<file path="src/rtl/mfs_reassembler.sv">
module mfs_reassembler #(
  parameter int ADDR_W    = 32,
  parameter int LEN_W     = 16,
  parameter int SEQ_W     = 16,
  parameter int HDR_BYTES = 32,
  localparam int TOT_W    = LEN_W + SEQ_W
) (
  input  logic              clk,
  input  logic              rst_n,
  input  logic [LEN_W-1:0]  buf_bytes_i,
  input  logic              frm_valid_i,
  output logic              frm_ready_o,
  input  logic [SEQ_W-1:0]  frm_seq_i,
  input  logic              frm_last_i,
  input  logic [LEN_W-1:0]  frm_len_i,
  input  logic              fb_valid_i,
  input  logic [ADDR_W-1:0] fb_addr_i,
  output logic              fb_take_o,
  output logic              wr_valid_o,
  output logic              wr_hdr_o,
  output logic [ADDR_W-1:0] wr_addr_o,
  output logic [LEN_W-1:0]  wr_off_o,
  output logic [LEN_W-1:0]  wr_len_o,
  output logic              cmp_valid_o,
  output logic              cmp_final_o,
  output logic [SEQ_W-1:0]  cmp_frames_o,
  output logic [TOT_W-1:0]  cmp_bytes_o,
  output logic [ADDR_W-1:0] cmp_buf_o,
  output logic              irq_o
);

  typedef enum logic [2:0] {S_IDLE, S_CLOSE, S_HDR, S_DATA, S_FIN} state_t;

  state_t            state;
  logic              active, last_q, cur_valid;
  logic [SEQ_W-1:0]  exp_seq, pfrm;
  logic [LEN_W-1:0]  rem, fill;
  logic [TOT_W-1:0]  pbytes;
  logic [ADDR_W-1:0] cur_addr, last_buf;

  logic             accept, need_buf, data_go, hdr_go, fresh;
  logic [LEN_W-1:0] room, chunk;

  assign accept   = frm_valid_i && frm_ready_o;
  assign need_buf = !cur_valid || (fill >= buf_bytes_i);
  assign room     = need_buf ? buf_bytes_i : buf_bytes_i - fill;
  assign chunk    = (rem < room) ? rem : room;
  assign hdr_go   = (state == S_HDR) && fb_valid_i;
  assign data_go  = (state == S_DATA) && (rem != '0) && (!need_buf || fb_valid_i);
  assign fresh    = (state == S_HDR) || need_buf;

  assign frm_ready_o  = (state == S_IDLE);
  assign fb_take_o    = hdr_go || (data_go && need_buf);
  assign wr_valid_o   = hdr_go || data_go;
  assign wr_hdr_o     = (state == S_HDR);
  assign wr_addr_o    = fresh ? fb_addr_i : cur_addr;
  assign wr_off_o     = fresh ? '0 : fill;
  assign wr_len_o     = (state == S_HDR) ? LEN_W'(HDR_BYTES) : chunk;
  assign cmp_valid_o  = (state == S_CLOSE) || (state == S_FIN);
  assign cmp_final_o  = (state == S_FIN);
  assign irq_o        = (state == S_FIN);
  assign cmp_frames_o = pfrm;
  assign cmp_bytes_o  = pbytes;
  assign cmp_buf_o    = last_buf;

  always_ff @(posedge clk) begin
    if (!rst_n) begin
      state     <= S_IDLE;
      active    <= 1'b0;
      last_q    <= 1'b0;
      cur_valid <= 1'b0;
      exp_seq   <= '0;
      pfrm      <= '0;
      rem       <= '0;
      fill      <= '0;
      pbytes    <= '0;
      cur_addr  <= '0;
      last_buf  <= '0;
    end else begin
      case (state)
        S_IDLE: if (accept) begin
          last_q  <= frm_last_i;
          rem     <= frm_len_i;
          exp_seq <= frm_seq_i + 1'b1;
          if (!active) begin
            active <= 1'b1;
            pfrm   <= 1;
            pbytes <= TOT_W'(frm_len_i);
            state  <= S_HDR;
          end else if (frm_seq_i == exp_seq) begin
            pfrm   <= pfrm + 1'b1;
            pbytes <= pbytes + TOT_W'(frm_len_i);
            state  <= S_DATA;
          end else begin
            state  <= S_CLOSE;
          end
        end
        S_CLOSE: begin
          pfrm   <= 1;
          pbytes <= TOT_W'(rem);
          state  <= S_HDR;
        end
        S_HDR: if (fb_valid_i) begin
          last_buf  <= fb_addr_i;
          cur_valid <= 1'b0;
          state     <= S_DATA;
        end
        S_DATA: begin
          if (rem == '0) begin
            state <= last_q ? S_FIN : S_IDLE;
          end else if (data_go) begin
            rem  <= rem - chunk;
            fill <= wr_off_o + chunk;
            if (need_buf) begin
              cur_addr  <= fb_addr_i;
              cur_valid <= 1'b1;
              last_buf  <= fb_addr_i;
            end
          end
        end
        S_FIN: begin
          active <= 1'b0;
          state  <= S_IDLE;
        end
        default: state <= S_IDLE;
      endcase
    end
  end

endmodule

</file>
<file path="config.mk">
export PLATFORM = sky130hd
export DESIGN_NAME = mfs_reassembler
export DESIGN_NICKNAME = d
export VERILOG_FILES = /design/src/rtl/mfs_reassembler.sv
export SDC_FILE = /design/constraint.sdc
export NUM_CORES = 1
export LEC_CHECK = 0
export BUFFER_PORTS_ARGS = -buffer_cell sky130_fd_sc_hd__buf_2
export CORE_MARGIN = 2
export CORE_UTILIZATION = 50
export CTS_CLUSTER_DIAMETER = 30
export DETAILED_ROUTE_END_ITERATION = 6
export PLACE_DENSITY_LB_ADDON = 0.25
export SETUP_SLACK_MARGIN = 0.5
export SLEW_MARGIN = 20
export SYNTH_ARGS = -nofsm -noshare
export SYNTH_HDL_FRONTEND = slang
export SYNTH_SLANG_ARGS = --single-unit
</file>
<file path="constraint.sdc">
create_clock -name clk -period 13.23 [get_ports clk]
set_input_delay 1.323 -clock clk [delete_from_list [all_inputs] [get_ports clk]]
set_output_delay 1.323 -clock clk [all_outputs]
set_load 0.05 [all_outputs]
</file>
==> flow_summary_export.csv <==
group,metric,value,unit
run_status,status,"finished, final reports clean",
die,die_w,153,um
worst_setup_path,worst-r2r-cell-count,30,
yosys,ys_ff_latch,166,
yosys,yosysMostFrequentCell,"nand2_1",
yosys,avgSynthCellArea,7.65,sq um
finish,layout-drive-gt1-share,20.3,%
clock_network,path_clk_slew,0.07,ns
global_routing,grt_max_degree,91,
sta,rsz0062_at_grt,"false",
clock_network,clkLatencyLatePin,0.43,ns
worst_setup_path,r2r-start,"fill[0]",
yosys,syn_area,11100,sq um
hold_path,hold_path.class,"register to register",
sta,period_share,70.2,%
sta,final_hold_viol_count,0,
clock_network,clock_path_buffers,2,
sta,skew,0.00961,ns
pwr,p_comb_share,44.7,%
yosys,synth-main-ff-cell,"dfxtp_1",
worst_setup_path,r2r_slack,4.64,ns
finish,regArea,3320,sq um
yosys,yosys-top-cells-count,"nand2_1 (244), dfxtp_1 (166), a21oi_1 (157)",
die,dieArea,23400,sq um
hold_path,hold_end,"cmp_buf_o[27]",
clock_network,post_cts_buffers,0,
place,gp_congestion,0.893,
sta,worstMarginPinSlew,1.01,ns
place,dp_hpwl,23300,um
die,die-height,153,um
sta,worst_hold_slack,0.450,ns
worst_setup_path,max_stage_delay,0.74,ns
worst_setup_path,cp.required,13.50,ns
worst_setup_path,endpoint_kind,"register",
yosys,ys_types,66,
finish,fin_cells,1940,
sta,setup_viol,0,
run,drv_cap,0,
worst_setup_path,start_kind,"input pin",
worst_setup_path,path_class,"input pin to register",
worst_setup_path,slowest_stage,"nor3_4",
global_routing,groute.usage.overall,26.4,%
yosys,synth.top_cell.area_share,29.9,%
hold_path,hold_start,"cmp_buf_o[27]",
pwr,peakVddDrop,0.0000896,V
route,drcViolationCount,0,
pwr,p_seq_share,29.1,%
place,place_inst,1905,
sta,finalSetupTns,0,ns
yosys,async_reset_ff_share,0,%
yosys,synth_cells,1453,
yosys,synth-edff-count,0,
finish,nets,1812,
die,pin_count,236,
clock_network,holdBufCountCts,0,
yosys,synth.area.top_cells,"dfxtp_1 (30%), ha_1 (8.9%), nand2_1 (8.2%)",
route,viasPerCell,5.68,
finish,areaGrowthSynthToFinish,18.2,%
clock_network,cts_sinks,166,
clock_network,cts_tree,"yes",
die,core,21800,sq um
pwr,power_density,157,nW/um^2
route,wl_per_cell,16.4,um
yosys,synth_top_cell_by_area,"dfxtp_1",
die,core.rowCount,54,
place,portBuffers,235,
clock_network,cts_resized,0,
pwr,power.clock.fraction,26.2,%
clock_network,cts_buffers,17,
pwr,power,2.06,mW
sta,maxSlewHeadroom,32.7,%
clock_network,cts_root_buffer,"clkbuf_16",
sta,period_needed,9.29,ns
die,start_util,50.9,%
worst_setup_path,r2r-end,"fill[15]",
yosys,syn_nets,1621,
route,route.vias.total,11000,
worst_setup_path,critPathArrivalTime,9.56,ns
clock_network,cts_max_level,4,
worst_setup_path,crit_start,"buf_bytes_i[0]",
global_routing,grt_pass1_wl,51600,um
global_routing,grt_overflow,0,
yosys,yosys_warnings,0,
sta,max_freq,0.108,GHz
finish,multi_input_area,7310,sq um
hold_path,min_path_cells,2,
pwr,internal-power,1.15,mW
pwr,p_switching,0.913,mW
route,first_pass_iters,5,
global_routing,grt_pass1_vias,10600,
yosys,seq_area_frac_synth,29.9,%
global_routing,antenna_found_initial,2,
sta,drv_slew,0,
route,wirelength,31700,um
route,ant_nets,0,
worst_setup_path,critPathMaxFanout,35,
finish,fillers,2043,
pwr,switching_share,44.3,%
sta,fin_ws,3.94,ns
place,dp_slack,3.46,ns
pwr,leakage,5.71,nW
route,first_iter_violations,502,
-- flip-flops by register name (all words and copies together) (netlist names), 3 cells and up --
register      cells
cur_addr         32
rem              16
exp_seq          16
state             3
cmp_frames_o     16
cmp_buf_o        32
fill             16
cmp_bytes_o      32
-- cell families after synthesis --
family	Yosys count	synth area share, %
mux	63	6.07
fa+ha+maj	83	9.61
xor+xnor	99	7.80
flops	166	29.9
buf+inv	138	4.75
simple gates	558	22.9
compound gates	346	19.0
-- critical path, delay by kind of cell --
family                   cells  cell delay, ns
XOR/XNOR                     1            0.19
AND/OR/NAND/NOR              9            2.53
adder cells (fa/ha/maj)      4            1.18
multiplexers                 2            0.93
AO/OA/AOI/OAI               12            3.03
buffers and inverters        4            0.35
-- worst max path at each step --
| stage | endpoint | cells past startpoint |
|---|---|---|
| 3_3_place_gp | fill[15] | 32 |
| 2_1_floorplan | fill[15] | 35 |
| 4_1_cts | fill[15] | 32 |
| 6_report | fill[15] | 32 |
| 5_1_grt | fill[15] | 32 |
| 3_5_place_dp | fill[15] | 32 |
-- through the flow --
step	util [%]	area, sq um
after global routing	60.2	13100
final	60.2	13100
after global placement	57.2	12500
after detailed placement	57.3	12500
after CTS	60.2	13100
after floorplan	-	11100
-- power groups by stage --
| stage | clock network (mW) | logic, mW | registers [mW] |
|---|---|---|---|
| 2_1_floorplan | 0 | 0.639 | 0.672 |
| 3_3_place_gp | 0 | 0.898 | 0.609 |
| 3_5_place_dp | 0 | 0.914 | 0.610 |
| 4_1_cts | 0.551 | 0.920 | 0.599 |
| 5_1_grt | 0.568 | 1.01 | 0.607 |
| 6_report | 0.541 | 0.921 | 0.600 |
-- cell usage in the layout, fill, tap and decap left out, types with 35 or more instances in the layout --
master / synthesis / final
buf_2: 5 / 235
nor2_1: 136 / 135
xor2_1: 50 / 50
a21oi_1: 157 / 156
o21ai_0: 57 / 57
mux2_2: 35 / 35
xnor2_1: 49 / 49
nand2_1: 244 / 244
ha_1: 79 / 79
inv_1: 63 / 62
nand3_1: 35 / 35
dfxtp_1: 166 / 166
-- layer usage --
layer	GRT usage, %	vias up	part of all wire, %
met2	44.2	355	47
met4	10.5	0	3.1
li1	-	5495	-
met3	5.02	77	6.7
met1	33.7	5089	43
met5	0	-	0
-- area by class of cell --
cell class	instances	share of cell area, %
Sequential cell	166	25.3
Tap cell	280	2.67
Timing Repair Buffer	247	9.70
Clock buffer	17	3.24
Multi-Input combinational cell	1149	55.7
Antenna cell	3	0.0571
Inverter	63	1.81
Clock inverter	15	1.58
No activity file was read; power rests on OpenSTA's default activity.
